File: src/rtl/suhs_pkg.sv
package suhs_pkg;

  typedef enum logic [2:0] {
    ST_CFG_WR,
    ST_CFG_RD,
    ST_GAP,
    ST_IDLE,
    ST_TX_POLL,
    ST_TX_WR,
    ST_RX_RD
  } seq_state_e;

  localparam logic [1:0] OP_WCFG = 2'b11;
  localparam logic [1:0] OP_RCFG = 2'b01;
  localparam logic [1:0] OP_WDAT = 2'b10;
  localparam logic [1:0] OP_RDAT = 2'b00;

  localparam logic [7:0] CHR_LF = 8'h0A;
  localparam logic [7:0] CHR_CR = 8'h0D;

  // rate index to bridge baud code; unknown indices fall back to code 1
  function automatic logic [3:0] baud_code(input logic [3:0] idx);
    logic [3:0] c;
    case (idx)
      4'd0:    c = 4'd14;
      4'd1:    c = 4'd13;
      4'd2:    c = 4'd12;
      4'd3:    c = 4'd11;
      4'd4:    c = 4'd10;
      4'd5:    c = 4'd9;
      4'd6:    c = 4'd2;
      4'd7:    c = 4'd1;
      4'd8:    c = 4'd0;
      default: c = 4'd1;
    endcase
    return c;
  endfunction

endpackage

File: src/rtl/suhs_spi_master.sv
module suhs_spi_master #(
  parameter int HALF_CYC = 25,
  parameter int FW       = 16
) (
  input  logic          clk,
  input  logic          rst_n,
  input  logic          start,
  input  logic [FW-1:0] tx_word,
  output logic          busy,
  output logic          done,
  output logic [FW-1:0] rx_word,
  output logic          sck,
  output logic          cs_n,
  output logic          mosi,
  input  logic          miso
);
  localparam int TW = $clog2(HALF_CYC + 1);
  localparam int BW = $clog2(FW);
  localparam logic [TW-1:0] T_RELOAD = TW'(HALF_CYC - 1);
  localparam logic [BW-1:0] B_LAST   = BW'(FW - 1);

  logic          busy_q, busy_n;
  logic          ph_q, ph_n;
  logic [TW-1:0] tmr_q, tmr_n;
  logic [BW-1:0] bit_q, bit_n;
  logic [FW-1:0] txs_q, txs_n, rxs_q, rxs_n;
  logic          sck_q, sck_n, cs_q, cs_n_n, done_q, done_n;

  always_comb begin
    busy_n = busy_q;
    ph_n   = ph_q;
    tmr_n  = tmr_q;
    bit_n  = bit_q;
    txs_n  = txs_q;
    rxs_n  = rxs_q;
    sck_n  = sck_q;
    cs_n_n = cs_q;
    done_n = 1'b0;
    if (!busy_q) begin
      if (start) begin
        busy_n = 1'b1;
        cs_n_n = 1'b0;
        sck_n  = 1'b0;
        ph_n   = 1'b0;
        tmr_n  = T_RELOAD;
        bit_n  = '0;
        txs_n  = tx_word;
      end
    end else if (tmr_q != '0) begin
      tmr_n = tmr_q - 1'b1;
    end else if (!ph_q) begin
      sck_n = 1'b1;
      ph_n  = 1'b1;
      tmr_n = T_RELOAD;
    end else begin
      rxs_n = {rxs_q[FW-2:0], miso};
      if (bit_q == B_LAST) begin
        busy_n = 1'b0;
        sck_n  = 1'b1;
        cs_n_n = 1'b1;
        done_n = 1'b1;
      end else begin
        sck_n = 1'b0;
        ph_n  = 1'b0;
        tmr_n = T_RELOAD;
        bit_n = bit_q + 1'b1;
        txs_n = {txs_q[FW-2:0], 1'b0};
      end
    end
  end

  always_ff @(posedge clk or negedge rst_n) begin
    if (!rst_n) begin
      busy_q <= 1'b0;
      ph_q   <= 1'b0;
      tmr_q  <= '0;
      bit_q  <= '0;
      txs_q  <= '0;
      rxs_q  <= '0;
      sck_q  <= 1'b1;
      cs_q   <= 1'b1;
      done_q <= 1'b0;
    end else begin
      busy_q <= busy_n;
      ph_q   <= ph_n;
      tmr_q  <= tmr_n;
      bit_q  <= bit_n;
      txs_q  <= txs_n;
      rxs_q  <= rxs_n;
      sck_q  <= sck_n;
      cs_q   <= cs_n_n;
      done_q <= done_n;
    end
  end

  assign busy    = busy_q;
  assign done    = done_q;
  assign rx_word = rxs_q;
  assign sck     = sck_q;
  assign cs_n    = cs_q;
  assign mosi    = txs_q[FW-1];

  // chip select releases only with the clock parked high
  assert_cs_release_sck_high_R1: assert property (@(posedge clk) disable iff (!rst_n)
    $rose(cs_n) |-> sck);
  // data out holds while the clock is high inside a frame
  assert_mosi_stable_high_R1: assert property (@(posedge clk) disable iff (!rst_n)
    (sck && $past(sck) && !cs_n && !$past(cs_n)) |-> $stable(mosi));

endmodule

File: src/rtl/suhs_rx_ring.sv
module suhs_rx_ring #(
  parameter int DEPTH = 16,
  parameter int DW    = 8
) (
  input  logic          clk,
  input  logic          rst_n,
  input  logic          push,
  input  logic [DW-1:0] push_data,
  input  logic          pop,
  output logic [DW-1:0] rd_data,
  output logic          nonempty,
  output logic          full
);
  localparam int AW = $clog2(DEPTH);
  localparam int CW = $clog2(DEPTH + 1);
  localparam logic [CW-1:0] C_FULL = CW'(DEPTH);

  logic [DW-1:0] mem_q [DEPTH];
  logic [AW-1:0] wp_q, wp_n, rp_q, rp_n;
  logic [CW-1:0] cnt_q, cnt_n;
  logic          do_push, do_pop;

  assign do_push = push && (cnt_q != C_FULL);
  assign do_pop  = pop && (cnt_q != '0);

  always_comb begin
    wp_n  = do_push ? wp_q + 1'b1 : wp_q;
    rp_n  = do_pop ? rp_q + 1'b1 : rp_q;
    cnt_n = cnt_q;
    if (do_push && !do_pop) cnt_n = cnt_q + 1'b1;
    else if (!do_push && do_pop) cnt_n = cnt_q - 1'b1;
  end

  always_ff @(posedge clk or negedge rst_n) begin
    if (!rst_n) begin
      wp_q  <= '0;
      rp_q  <= '0;
      cnt_q <= '0;
    end else begin
      wp_q  <= wp_n;
      rp_q  <= rp_n;
      cnt_q <= cnt_n;
    end
  end

  always_ff @(posedge clk) begin
    if (do_push) mem_q[wp_q] <= push_data;
  end

  assign rd_data  = mem_q[rp_q];
  assign nonempty = (cnt_q != '0);
  assign full     = (cnt_q == C_FULL);

  // occupancy never exceeds the ring size
  assert_no_overflow_R6: assert property (@(posedge clk) disable iff (!rst_n)
    cnt_q <= C_FULL);
  // a lone pop lowers the occupancy by one
  assert_pop_lowers_R6: assert property (@(posedge clk) disable iff (!rst_n)
    (pop && nonempty && !push) |=> (cnt_q == $past(cnt_q) - 1'b1));

endmodule

File: src/rtl/spi_uart_host_seq.sv
module spi_uart_host_seq
  import suhs_pkg::*;
#(
  parameter int HALF_CYC  = 25,
  parameter int GAP_CYC   = 5000,
  parameter int MAX_TRIES = 100,
  parameter int DEPTH     = 16
) (
  input  logic       clk,
  input  logic       rst_n,
  input  logic [3:0] rate_sel,
  input  logic [7:0] tx_data,
  input  logic       tx_valid,
  output logic       tx_ready,
  output logic [7:0] rx_data,
  output logic       rx_valid,
  input  logic       rx_ready,
  output logic       spi_sck,
  output logic       spi_cs_n,
  output logic       spi_mosi,
  input  logic       spi_miso
);
  localparam int TRW = $clog2(MAX_TRIES + 1);
  localparam int GW  = $clog2(GAP_CYC + 1);
  localparam logic [TRW-1:0] TRY_LAST = TRW'(MAX_TRIES - 1);
  localparam logic [GW-1:0]  GAP_LAST = GW'(GAP_CYC - 1);

  // reset: asserted asynchronously, released on the clock
  logic [1:0] rsync_q;
  logic       rst_i;
  always_ff @(posedge clk or negedge rst_n) begin
    if (!rst_n) rsync_q <= 2'b00;
    else        rsync_q <= {rsync_q[0], 1'b1};
  end
  assign rst_i = rsync_q[1];

  seq_state_e     st_q, st_n;
  logic           infl_q, infl_n;
  logic [TRW-1:0] tries_q, tries_n;
  logic [GW-1:0]  gap_q, gap_n;
  logic [7:0]     hold_q, hold_n;
  logic           cr_q, cr_n;

  logic        spi_start, spi_busy, spi_done;
  logic [15:0] spi_word, spi_resp;
  logic        rb_push, rb_pop, rb_full, rb_nonempty;
  logic [3:0]  code;

  assign code = baud_code(rate_sel);

  always_comb begin
    st_n      = st_q;
    infl_n    = infl_q;
    tries_n   = tries_q;
    gap_n     = gap_q;
    hold_n    = hold_q;
    cr_n      = cr_q;
    spi_start = 1'b0;
    spi_word  = 16'h0000;
    rb_push   = 1'b0;
    tx_ready  = 1'b0;
    case (st_q)
      ST_CFG_WR: begin
        spi_word = {OP_WCFG, 10'b0, code};
        if (!infl_q) begin
          spi_start = 1'b1;
          infl_n    = 1'b1;
        end else if (spi_done) begin
          infl_n = 1'b0;
          st_n   = ST_CFG_RD;
        end
      end
      ST_CFG_RD: begin
        spi_word = {OP_RCFG, 14'b0};
        if (!infl_q) begin
          spi_start = 1'b1;
          infl_n    = 1'b1;
        end else if (spi_done) begin
          infl_n = 1'b0;
          if (spi_resp[13:0] == {10'b0, code} || tries_q == TRY_LAST) begin
            st_n = ST_IDLE;
          end else begin
            tries_n = tries_q + 1'b1;
            gap_n   = '0;
            st_n    = ST_GAP;
          end
        end
      end
      ST_GAP: begin
        gap_n = gap_q + 1'b1;
        if (gap_q == GAP_LAST) st_n = ST_CFG_WR;
      end
      ST_IDLE: begin
        tx_ready = 1'b1;
        if (tx_valid) begin
          hold_n = tx_data;
          cr_n   = (tx_data == CHR_LF);
          st_n   = ST_TX_POLL;
        end else if (!rb_full) begin
          st_n = ST_RX_RD;
        end
      end
      ST_TX_POLL: begin
        spi_word = {OP_RCFG, 14'b0};
        if (!infl_q) begin
          spi_start = 1'b1;
          infl_n    = 1'b1;
        end else if (spi_done) begin
          infl_n = 1'b0;
          if (spi_resp[14]) st_n = ST_TX_WR;
        end
      end
      ST_TX_WR: begin
        spi_word = {OP_WDAT, 6'b0, (cr_q ? CHR_CR : hold_q)};
        if (!infl_q) begin
          spi_start = 1'b1;
          infl_n    = 1'b1;
        end else if (spi_done) begin
          infl_n  = 1'b0;
          rb_push = spi_resp[15];
          if (cr_q) begin
            cr_n = 1'b0;
            st_n = ST_TX_POLL;
          end else begin
            st_n = ST_IDLE;
          end
        end
      end
      ST_RX_RD: begin
        spi_word = {OP_RDAT, 14'b0};
        if (!infl_q) begin
          if (rb_full) begin
            st_n = ST_IDLE;
          end else begin
            spi_start = 1'b1;
            infl_n    = 1'b1;
          end
        end else if (spi_done) begin
          infl_n  = 1'b0;
          rb_push = spi_resp[15];
          if (!spi_resp[15]) st_n = ST_IDLE;
        end
      end
      default: st_n = ST_IDLE;
    endcase
  end

  always_ff @(posedge clk or negedge rst_i) begin
    if (!rst_i) begin
      st_q    <= ST_CFG_WR;
      infl_q  <= 1'b0;
      tries_q <= '0;
      gap_q   <= '0;
      hold_q  <= '0;
      cr_q    <= 1'b0;
    end else begin
      st_q    <= st_n;
      infl_q  <= infl_n;
      tries_q <= tries_n;
      gap_q   <= gap_n;
      hold_q  <= hold_n;
      cr_q    <= cr_n;
    end
  end

  suhs_spi_master #(.HALF_CYC(HALF_CYC), .FW(16)) u_spi (
    .clk     (clk),
    .rst_n   (rst_i),
    .start   (spi_start),
    .tx_word (spi_word),
    .busy    (spi_busy),
    .done    (spi_done),
    .rx_word (spi_resp),
    .sck     (spi_sck),
    .cs_n    (spi_cs_n),
    .mosi    (spi_mosi),
    .miso    (spi_miso)
  );

  assign rb_pop = rx_ready;

  suhs_rx_ring #(.DEPTH(DEPTH), .DW(8)) u_ring (
    .clk       (clk),
    .rst_n     (rst_i),
    .push      (rb_push),
    .push_data (spi_resp[7:0]),
    .pop       (rb_pop),
    .rd_data   (rx_data),
    .nonempty  (rb_nonempty),
    .full      (rb_full)
  );

  assign rx_valid = rb_nonempty;

  // no data-read frame is launched into a full ring
  assert_no_read_when_full_R9: assert property (@(posedge clk) disable iff (!rst_i)
    (spi_start && spi_word[15:14] == OP_RDAT) |-> !rb_full);
  // byte intake only happens with the link quiet
  assert_ready_link_quiet_R10: assert property (@(posedge clk) disable iff (!rst_i)
    tx_ready |-> (spi_cs_n && !spi_busy));
  // a new frame is requested only while the master is idle
  assert_start_when_idle_R1: assert property (@(posedge clk) disable iff (!rst_i)
    spi_start |-> !spi_busy);

endmodule

File: config.mk
export PLATFORM = sky130hd
export DESIGN_NAME = spi_uart_host_seq
export DESIGN_NICKNAME = d
export VERILOG_FILES = /design/src/rtl/suhs_pkg.sv /design/src/rtl/suhs_spi_master.sv /design/src/rtl/suhs_rx_ring.sv /design/src/rtl/spi_uart_host_seq.sv
export SDC_FILE = /design/constraint.sdc
export NUM_CORES = 1
export LEC_CHECK = 0
export ABC_AREA = 1
export BUFFER_PORTS_ARGS = -buffer_cell sky130_fd_sc_hd__buf_2
export CORE_MARGIN = 4
export CORE_UTILIZATION = 56
export CTS_CLUSTER_SIZE = 8
export DETAILED_ROUTE_END_ITERATION = 7
export PLACE_DENSITY = 0.87
export SYNTH_ARGS = -nofsm -noshare
export SYNTH_HDL_FRONTEND = slang
export SYNTH_SLANG_ARGS = --single-unit
File: constraint.sdc
create_clock -name clk -period 2.94 [get_ports clk]
set_input_delay 0.294 -clock clk [delete_from_list [all_inputs] [get_ports clk]]
set_output_delay 0.294 -clock clk [all_outputs]
set_load 0.01 [all_outputs]
## After elaboration in Yosys (flattened, before gate mapping)

Memory sizes are Yosys's and may differ from the RTL's.
Index checks and enable logic that the tools add are counted.

| storage, ports and cells | value |
|---|---|
| output and inout port bits | 13 |
| memories kept | 2 |
| memory bits (read-only) | 64 |
| register bits | 94 |
| bits in writable memories | 128 |

| cells by class | value |
|---|---|
| equal/unequal tests | 34 |
| $add $sub $neg | 8 |
| reduce and logical (&&, ||, !) cells | 28 |
| multiplexer cells | 77 |
| bitwise operators | 2 |

Memories:

| name | depth | bits a word | read ports | clocked after Yosys merged registers in | write ports | RTL line | text |
|---|---|---|---|---|---|---|---|
| u_ring.mem_q | 16 | 8 | 1 | 0 | 1 | suhs_rx_ring.sv:18 | `logic [DW-1:0] mem_q [DEPTH];` |
| (no name shown) | 16 | 4 | 1 | 0 | 0 | suhs_pkg.sv:24 | `case (idx)` |

Operator list:

| kind | count |
|---|---|
| $mux 16 | 5 |
| $mux 3 | 17 |
| $pmux 16 s3 | 1 |
| $mux 13 | 3 |
| $mux 5 | 7 |
| $mux 1 | 33 |
| $pmux 13 s2 | 1 |
| $ne 2x2->1 const B | 11 |
| $pmux 3 s7 | 1 |
| $mux 4 | 5 |
| $reduce_and 4->1 | 5 |
| $eq 14x4->1 | 1 |
| $reduce_and 14->1 | 1 |
| $add 13x1->13 const B | 1 |
| $eq 13x13->1 const B | 1 |
| $add 4x1->4 const B | 3 |
| $ne 2x1->1 const B | 5 |
| $reduce_bool 2->1 | 5 |
| $reduce_bool 5->1 | 2 |
| $sub 5x1->5 const B | 2 |
| $eq 3x3->1 const B | 3 |
| $ne 3x3->1 const B | 3 |
| $eq 8x4->1 const B | 1 |
| $mux 8 | 1 |
| 20 further kinds | 31 |

## Depth between registers and ports, before layout

Gate-level depths: netlist (run 1).

| depth | value |
|---|---|
| word-level depth | 8 |
| gate-level depth with buffers | 15 |
| depth with buffers taken out | 15 |

## Modules after synthesis

From an unflattened synthesis (run 1), not the netlist that was laid out.

| second synthesis, totals | value |
|---|---|
| cell total of the unflattened synthesis | 1235 |
| area total of the unflattened synthesis | 10809.1 µm² |

Modules (own cells, without submodules):

| module | times used | sequential area each (µm²) | area an instance (µm²) | cells an instance |
|---|---|---|---|---|
| suhs_rx_ring | 1 | 4169.0 | 6242.2 | 620 |
| spi_uart_host_seq | 1 | 875.8 | 2341.0 | 330 |
| suhs_spi_master | 1 | 1153.6 | 2225.9 | 285 |

## Worst setup path after synthesis (run 1)

No wires, ideal clock.

| timing path | value |
|---|---|
| path type | reg2reg |
| start point | register u_ring.cnt_q[0] |
| end point | register u_ring.cnt_q[4] |
| buffers on the path | 0 |
| clock period less this slack | 2.349 ns |
| stages on the path, launching flop included | 15 |
| setup slack | 0.591 ns |
| data arrival time | 2.224 ns |
| path through | dfrtp_1 > nor2_1 > nand4_1 > nand4_1 > clkinv_1 > ha_1 > inv_1 > ha_1 > a21oi_1 > nor2_1 > nor2_1 > nand2_1 > nand2_1 > nor2_1 > xor2_1 |

| between the ends | value |
|---|---|
| longest elaborated chain between the ends | 5 |
| elaborated cells on any way between the ends | 13 |
| those cells by class | add/sub: 2; eq/ne: 1; mux: 2; reduce/logical: 8 |

RTL lines:

| item | RTL line | text |
|---|---|---|
| from (decl) | suhs_rx_ring.sv:20 | `logic [CW-1:0] cnt_q, cnt_n;` |
| from (signal assigned) | suhs_rx_ring.sv:42 | `cnt_q <= cnt_n;` |
| $ne 5x5->1 * | suhs_rx_ring.sv:23 | `assign do_push = push && (cnt_q != C_FULL);` |
| $logic_and 1x1->1 * | suhs_rx_ring.sv:23 |  |
| via u_ring.do_push | suhs_rx_ring.sv:21 | `logic do_push, do_pop;` |
| $logic_not 1->1 | suhs_rx_ring.sv:31 | `else if (!do_push && do_pop) cnt_n = cnt_q - 1'b1;` |
| $logic_and 1x1->1 | suhs_rx_ring.sv:31 |  |
| $reduce_bool 2->1 (no line) | -- |  |

The timed path passes the listed nets; every way through them passes the cells marked *. The select of a mux whose other input is x is not followed.
A chain may end at the register's enable or synchronous reset.

## Final worst setup path (run 1)

| timing path | value |
|---|---|
| start point | register u_ring.rp_q[0] |
| end point | output port rx_data[2] |

| between the ends | value |
|---|---|
| longest elaborated chain between the ends | 1 |

RTL lines:

| item | RTL line | text |
|---|---|---|
| from (decl) | suhs_rx_ring.sv:19 | `logic [AW-1:0] wp_q, wp_n, rp_q, rp_n;` |
| from (signal assigned) | suhs_rx_ring.sv:41 | `rp_q <= rp_n;` |
| $mem_v2 16x8 | -- |  |
| to (decl) | spi_uart_host_seq.sv:15 | `output logic [7:0] rx_data,` |

No other way between the ends.

==> metrics.txt, run 1 <==
hold path startpoint=tx_data[6]; Crit-path slowest cell=inv_1; Mapped Area=9860 sq um; worst clock skew=0.0179 ns; first-pass GRT wire length=34300 um; slack of the worst reg-to-reg path=0.24 ns; Placeable Area=17300 sq um; CP Launch Point=u_ring.rp_q[0]; routed length per placed instance=17.2 um; number of flops mapped to enable cells by yosys=128; final instance area=11300 sq um; reg-to-reg endpoint=u_ring.cnt_q[4]; crit path buf inv count=3; DIE WIDTH=141 um; pin count of the biggest net entering global routing=68; M3 GR Usage=4.00%; Setup violations, final=0; Cells after Synth=932; Mean Syn Cell Area=10.6 sq um; Crit Path Class=flip-flop to output port; multi-input combinational cell area=3190 sq um; Iteration-0 DRC Markers=706; Tot GR Track Use=21.4%; RSZ-0062 raised after global routing=false; most common cell after layout, fill and taps aside=nand2_1; ANT cells=0; status=finished clean; asr flop ratio synth=42.3%; most frequent cells in the layout=nand2_1 (181), edfxtp_1 (128), nor2_1 (96); Leak Pwr=0.00472 uW; syn_nets=965; max-cap viol count=0; I/O Buffers=29; clock tree from TritonCTS=done; Comb pwr share=24.7%; FMAX=354 MHz; register share of total power=41.1%; router iterations before antenna repair=5; post-route clock period utilization=96.2%; Critical Path Start Type=flip-flop; initial antenna violation count=0; leading area contributor after synthesis=edfxtp_1; final worst slack=0.113 ns; crit path capture=rx_data[2]; met1 Track Usage GR=27.9%; grt ovf=0; clk sinks=222; internal power=6490 uW; Initial Utilization=57.0%; CP Capture Type=output port; largest cells by area after synthesis=edfxtp_1 (39%), dfrtp_1 (23%), nand2_1 (6.9%), o21ai_0 (3.9%), nor2_1 (3.7%); clock tree buffer depth=3; Max IR drop VDD=0.623 mV; Synth Flop Type=edfxtp_1; routed via count=7080; Core Rows=48; library cells used by synthesis=43; Sw Pwr=3090 uW; RD Place Congestion=0.918; flops & latches, synth=222; Area Growth Syn to Fin=14.4%; Root Buffer=clkbuf_16; power density over cell area=849 nW/um^2; switch share=32.3%; FF+latch area=6210 sq um; drc violations=0; GRT met2 Usage=36.0%; vias in the first global route=6868; hold depth=3; Levels on crit path=7; CP required=2.65 ns; Crit path largest cell delay=0.57 ns; Num CTS Buffers=31; H-tree levels=1; GR peak layer=met2; Detail Route Antenna Nets=0; layout cell share with drive strength beyond 1=11.2%; Crit path max-delay family=buffers and inverters; slew margin rel.=47.2%; HPWL after DPL=13000 um; Clock Latency Late Sink=0.55 ns; die area=19800 sq um; Routed Wire Length=21300 um; WP data arrival=2.53 ns; Vias/cell=5.72; Seq/Total Area, Yosys=62.8%; Final nets=1020; Period minus WS final=2.83 ns; Die H=141 um; Clock transition at path regs=0.05 ns; setup_tns=0 ns; share of the synthesized area in the top cell type=39.0%; Slew Limit Fails=0; Setup Slack @ Placement=0.166 ns; reg2reg start=st_q[1]; CP cell instances=inv_1, buf_4, nor2_1, o221ai_1, nand3_1, nand2_1, buf_2; Placed Instance Area=10300 sq um; HP Class=primary input to flip-flop; fill count=1268; Tightest Pin Transition=0.791 ns; Clock Power Share=34.1%; worst reg2reg path depth=14; I/O Pins=30; YS warnings=0; CP Max Fanout=23; Fin. Hold Viols=0
layer usage:
layer	up-vias	share of wire, %
li1	3353	-
met1	3381	40
met2	282	50
met3	64	7.2
met4	0	3.6
met5	-	0
worst min-delay path: stages:
cell and delay [ns]:
buf_2 0.09, inv_1 0.05, o21ai_0 0.08
flip-flops by register name (all words and copies together) (netlist names):
register       count
cr_q               1
gap_q             13
hold_q             8
infl_q             1
rsync_q            2
st_q               3
tries_q            7
u_ring.cnt_q       5
u_ring.mem_q     128
u_ring.rp_q        4
u_ring.wp_q        4
u_spi.bit_q        4
u_spi.busy         1
u_spi.cs_n         1
u_spi.done         1
u_spi.ph_q         1
u_spi.rx_word     16
u_spi.sck          1
u_spi.tmr_q        5
u_spi.txs_q       16
area by class of cell:
cell class              instances  area share (%)
flip-flops and latches        222            55.0
multi-input cells             593            28.3
clock buffers                  57            7.83
repair buffers                 58            3.56
inverters                      81            2.69
well taps                     225            2.49
clock inverters                 1           0.177
synth_stat cells, types with 13 or more instances:
master	count
nand2_1	181
edfxtp_1	128
nor2_1	96
dfrtp_1	92
o21ai_0	77
inv_1	74
nand3_1	58
mux2i_1	26
o221ai_1	25
nand4_1	22
clkbuf_1	17
ha_1	15
a21oi_1	14
xor2_1	14
nor3_1	13
power groups by stage:
stage	logic [uW]	registers, uW	clock network [uW]
2_1_floorplan	1630	3940	0
3_3_place_gp	2210	3970	0
3_5_place_dp	2300	3980	0
4_1_cts	2360	3940	3310
5_1_grt	2640	3980	3460
6_report	2370	3940	3270
stage by stage:
stage	utilization [%]	cells	total power [uW]	hold slack, ns
global route	65.2	1237	10100	0.0414
floorplan	-	932	5570	-0.00159
finish	65.2	1237	9590	0.0271
global placement	59.6	1172	6190	0.0797
detailed placement	59.6	1172	6290	0.0829
CTS	65.1	1234	9600	0.0263
timing repair:
item	CTS	global route
setup endpoints to repair	0	7
setup buffers	0	3
hold endpoints to repair	5	0
hold buffers	4	0
gates resized for setup	0	4
logic make-up after synthesis:
logic type               share of synthesized area [%]
AND/OR/NAND/NOR                                   16.9
flip-flops                                        62.8
adder cells (fa/ha/maj)                           2.11
other                                           0.0380
AO/OA/AOI/OAI                                     9.12
multiplexers                                      2.87
buffers and inverters                             4.83
XOR/XNOR                                          1.33
how the worst min path moves through the flow:
stage | end | slack (ns)
6_report | hold_q[6] | 0.03
4_1_cts | hold_q[6] | 0.03
3_3_place_gp | rsync_q[0] | 0.08
3_5_place_dp | rsync_q[0] | 0.08
5_1_grt | hold_q[5] | 0.04
2_1_floorplan | rsync_q[0] | -0.002
Power figures use the tool's default switching activity.
==> run 2, diff against run 1 <==
- ABC_AREA: 1 -> default
==> run 2 against run 1 <==
Against the previous run: register-to-register slack worse by 0.09 ns; final cell count down 22%; sequential cell count unchanged; global-route usage up 0.37 points; clock-buffer cell count down 2; combinational power down 61%; hold slack worse by 0.021 ns; core utilization up 1.1 points; setup slack better by 0.040 ns; first-iteration DRC count down 38%.
==> metrics.txt, run 2 <==
status=finished clean (unchanged); power density over cell area=693 nW/um^2 (was 849 nW/um^2); leading area contributor after synthesis=edfxtp_1 (unchanged); top post-synthesis cells by count=edfxtp_1 (128), dfrtp_1 (92), nand2_1 (66) (was nand2_1 (181), edfxtp_1 (128), nor2_1 (96)); Placeable Area=16700 sq um (was 17300 sq um); slack of the worst reg-to-reg path=0.15 ns (was 0.24 ns); Largest Register=u_ring.mem_q (unchanged); die area=19400 sq um (was 19800 sq um); Iteration-0 DRC Markers=438 (was 706); slew margin rel.=44.5% (was 47.2%); vias in the first global route=6130 (was 6868); RSZ-0062 raised after global routing=false (unchanged); internal power=5800 uW (was 6490 uW); router iterations before antenna repair=5 (unchanged); max-cap viol count=0 (unchanged); HP Class=primary input to flip-flop (unchanged); complex-gate fraction of the synthesized area=6.54% (was 9.12%); clock tree buffer depth=3 (unchanged); Final nets=756 (was 1020); worst clock skew=0.00858 ns (was 0.0179 ns); Post-Synth XOR/XNOR Area=2.00% (was 1.33%); Placed Instance Area=10200 sq um (was 10300 sq um); setup_tns=0 ns (unchanged); I/O Buffers=29 (unchanged); Clock Power Share=41.9% (was 34.1%); DIE WIDTH=139 um (was 141 um); Clock transition at path regs=0.05 ns (about the same); simple-gate portion of the synthesized area=10.3% (was 16.9%); asr flop ratio synth=42.3% (unchanged); Synth Flop Type=edfxtp_1 (unchanged); clk sinks=222 (unchanged); Tightest Pin Transition=0.829 ns (was 0.791 ns); Comb pwr share=11.9% (was 24.7%); Leak Pwr=0.00449 uW (was 0.00472 uW); WP data arrival=3.21 ns (was 2.53 ns); adder-cell share of the synthesized area=2.16% (was 2.11%); post-route clock period utilization=94.8% (was 96.2%); first-pass GRT wire length=33400 um (was 34300 um); Critical Path Start Type=flip-flop (unchanged); RD Place Congestion=0.840 (was 0.918); grt ovf=0 (unchanged); most numerous cell in the Yosys netlist=edfxtp_1 (was nand2_1); Num CTS Buffers=31 (unchanged); Mean Syn Cell Area=14.6 sq um (was 10.6 sq um); fill count=1108 (was 1268); number of flops mapped to enable cells by yosys=128 (unchanged); Cells after Synth=661 (was 932); register share of total power=46.2% (was 41.1%); switch share=24.4% (was 32.3%); Slew Limit Fails=0 (unchanged); Sw Pwr=1870 uW (was 3090 uW); FMAX=359 MHz (was 354 MHz); Crit Path Class=flip-flop to flip-flop (was flip-flop to output port); Clock Latency Late Sink=0.54 ns (was 0.55 ns); CP Max Fanout=4 (was 23); final instance area=11100 sq um (was 11300 sq um); Area Growth Syn to Fin=15.1% (was 14.4%); CP Capture Type=flip-flop (was output port); flops & latches, synth=222 (unchanged); Mapped Area=9630 sq um (was 9860 sq um); largest cells by area after synthesis=edfxtp_1 (40%), dfrtp_1 (24%), mux4_2 (9.4%), mux2_2 (2.9%), nand2_1 (2.6%) (was edfxtp_1 (39%), dfrtp_1 (23%), nand2_1 (6.9%), o21ai_0 (3.9%), nor2_1 (3.7%)); CP required=3.36 ns (was 2.65 ns); Fin. Hold Viols=0 (unchanged); worst reg2reg path depth=12 (was 14); share of the synthesized area in the top cell type=39.9% (was 39.0%); Max IR drop VDD=0.474 mV (was 0.623 mV); Hold Crit Endpoint=hold_q[1] (was hold_q[6]); routed via count=5919 (was 7080); Root Buffer=clkbuf_16 (unchanged); clock tree from TritonCTS=done (unchanged); Setup violations, final=0 (unchanged); max FFs per register=128 (unchanged); library cells used by synthesis=67 (was 43); Die H=139 um (was 141 um); HPWL after DPL=13000 um (about the same); routed length per placed instance=21.8 um (was 17.2 um); Period minus WS final=2.79 ns (was 2.83 ns); reg-to-reg endpoint=u_ring.cnt_q[4] (unchanged); Initial Utilization=57.6% (was 57.0%); Routed Wire Length=21100 um (was 21300 um); Detail Route Antenna Nets=0 (unchanged); pin count of the biggest net entering global routing=60 (was 68); most frequent cells in the layout=edfxtp_1 (128), dfrtp_1 (87), nand2_1 (66) (was nand2_1 (181), edfxtp_1 (128), nor2_1 (96)); layout cell share with drive strength beyond 1=24.3% (was 11.2%); largest family of logic cells by synthesized area=multiplexers (was simple AND/OR/NAND/NOR gates); hold path startpoint=tx_data[1] (was tx_data[6]); Core Rows=47 (was 48); Tot GR Track Use=21.8% (was 21.4%); drc violations=0 (unchanged); hold depth=2 (was 3); Seq/Total Area, Yosys=64.4% (was 62.8%); Core Util, Final=66.3% (was 65.2%); I/O Pins=30 (unchanged); reg2reg start=u_ring.cnt_q[1] (was st_q[1]); most common cell after layout, fill and taps aside=edfxtp_1 (was nand2_1); syn_nets=694 (was 965); H-tree levels=1 (unchanged); multiplexer share of the synthesized area=12.7% (was 2.87%); initial antenna violation count=0 (unchanged); ANT cells=0 (unchanged); Vias/cell=6.13 (was 5.72); YS warnings=0 (unchanged)
==> run 2: per-stage QoR <==
stage	cells	power [uW]	setup slack, ns	hold WS (ns)
final	966	7680	0.153	0.00623
after global placement	908	4400	0.261	0.0799
after global routing	966	7980	0.0211	0.00682
after floorplan	661	4200	0.131	-0.00159
after detailed placement	908	4480	-0.0137	0.0816
after CTS	965	7700	0.0370	0.00225
==> run 2: worst max-delay path by stage <==
stage | startpoint | endpoint | slack [ns] | depth (start not counted)
global route | u_ring.cnt_q[1] | u_ring.cnt_q[4] | 0.02 | 12
finish | u_ring.cnt_q[1] | u_ring.cnt_q[4] | 0.15 | 12
global placement | u_ring.cnt_q[0] | u_ring.cnt_q[4] | 0.26 | 12
detailed placement | u_ring.cnt_q[0] | u_ring.cnt_q[4] | -0.01 | 12
floorplan | rsync_q[1] | cr_q | 0.13 | 0
CTS | u_ring.cnt_q[0] | u_ring.cnt_q[4] | 0.04 | 12
==> run 2: logic make-up (layout without fill, tap and decap cells) <==
group | after synthesis | after routing
flops | 222 | 222
compound gates | 100 | 100
mux | 68 | 68
fa+ha+maj | 16 | 16
xor+xnor | 22 | 22
other cells | 1 | 1
simple gates | 186 | 186
buf+inv | 46 | 131
==> run 2: metal layers <==
| metal | GRT usage (%) | wire, um | up-vias |
|---|---|---|---|
| li1 | - | - | 2639 |
| met1 | 27.4 | 8140 | 3004 |
| met2 | 39.4 | 11300 | 230 |
| met3 | 3.07 | 1050 | 46 |
| met4 | 6.85 | 563 | 0 |
| met5 | 0 | 0 | - |
==> run 2: cell type report <==
cell class                 count  area [sq um]  area share (%)
tap                          220           275            2.48
sequential                   222          6210            56.0
clock inverter                 1          8.76          0.0791
inverter                      16          60.1           0.542
clock buffer                  55           876            7.91
timing repair buffer          59           385            3.48
multi-input combinational    393          3270            29.5
==> run 2: what timing repair did <==
action | CTS | global route
hold buffers | 1 | 0
buffers inserted | 0 | 1
pin swaps | 0 | 2
hold endpoints to repair | 2 | 0
setup endpoints to repair | 1 | 2
gates resized for setup | 1 | 6
==> run 2: worst max-delay path, stage by stage (launching register included) <==
cell,delay [ns]
dfrtp_2,0.46
nor4_4,0.33
nand2_1,0.12
and2_1,0.21
inv_1,0.14
ha_2,0.21
inv_1,0.10
fa_2,0.38
a21o_1,0.18
a21oi_1,0.19
xnor2_1,0.15
nor2_1,0.07
xnor2_1,0.12
==> run 2: power by group through the flow <==
| stage | sequential (uW) | combinational (uW) | clock (uW) |
|---|---|---|---|
| 2_1_floorplan | 3470 | 732 | 0 |
| 3_3_place_gp | 3550 | 848 | 0 |
| 5_1_grt | 3560 | 988 | 3440 |
| 4_1_cts | 3520 | 916 | 3260 |
| 6_report | 3550 | 915 | 3220 |
| 3_5_place_dp | 3570 | 909 | 0 |
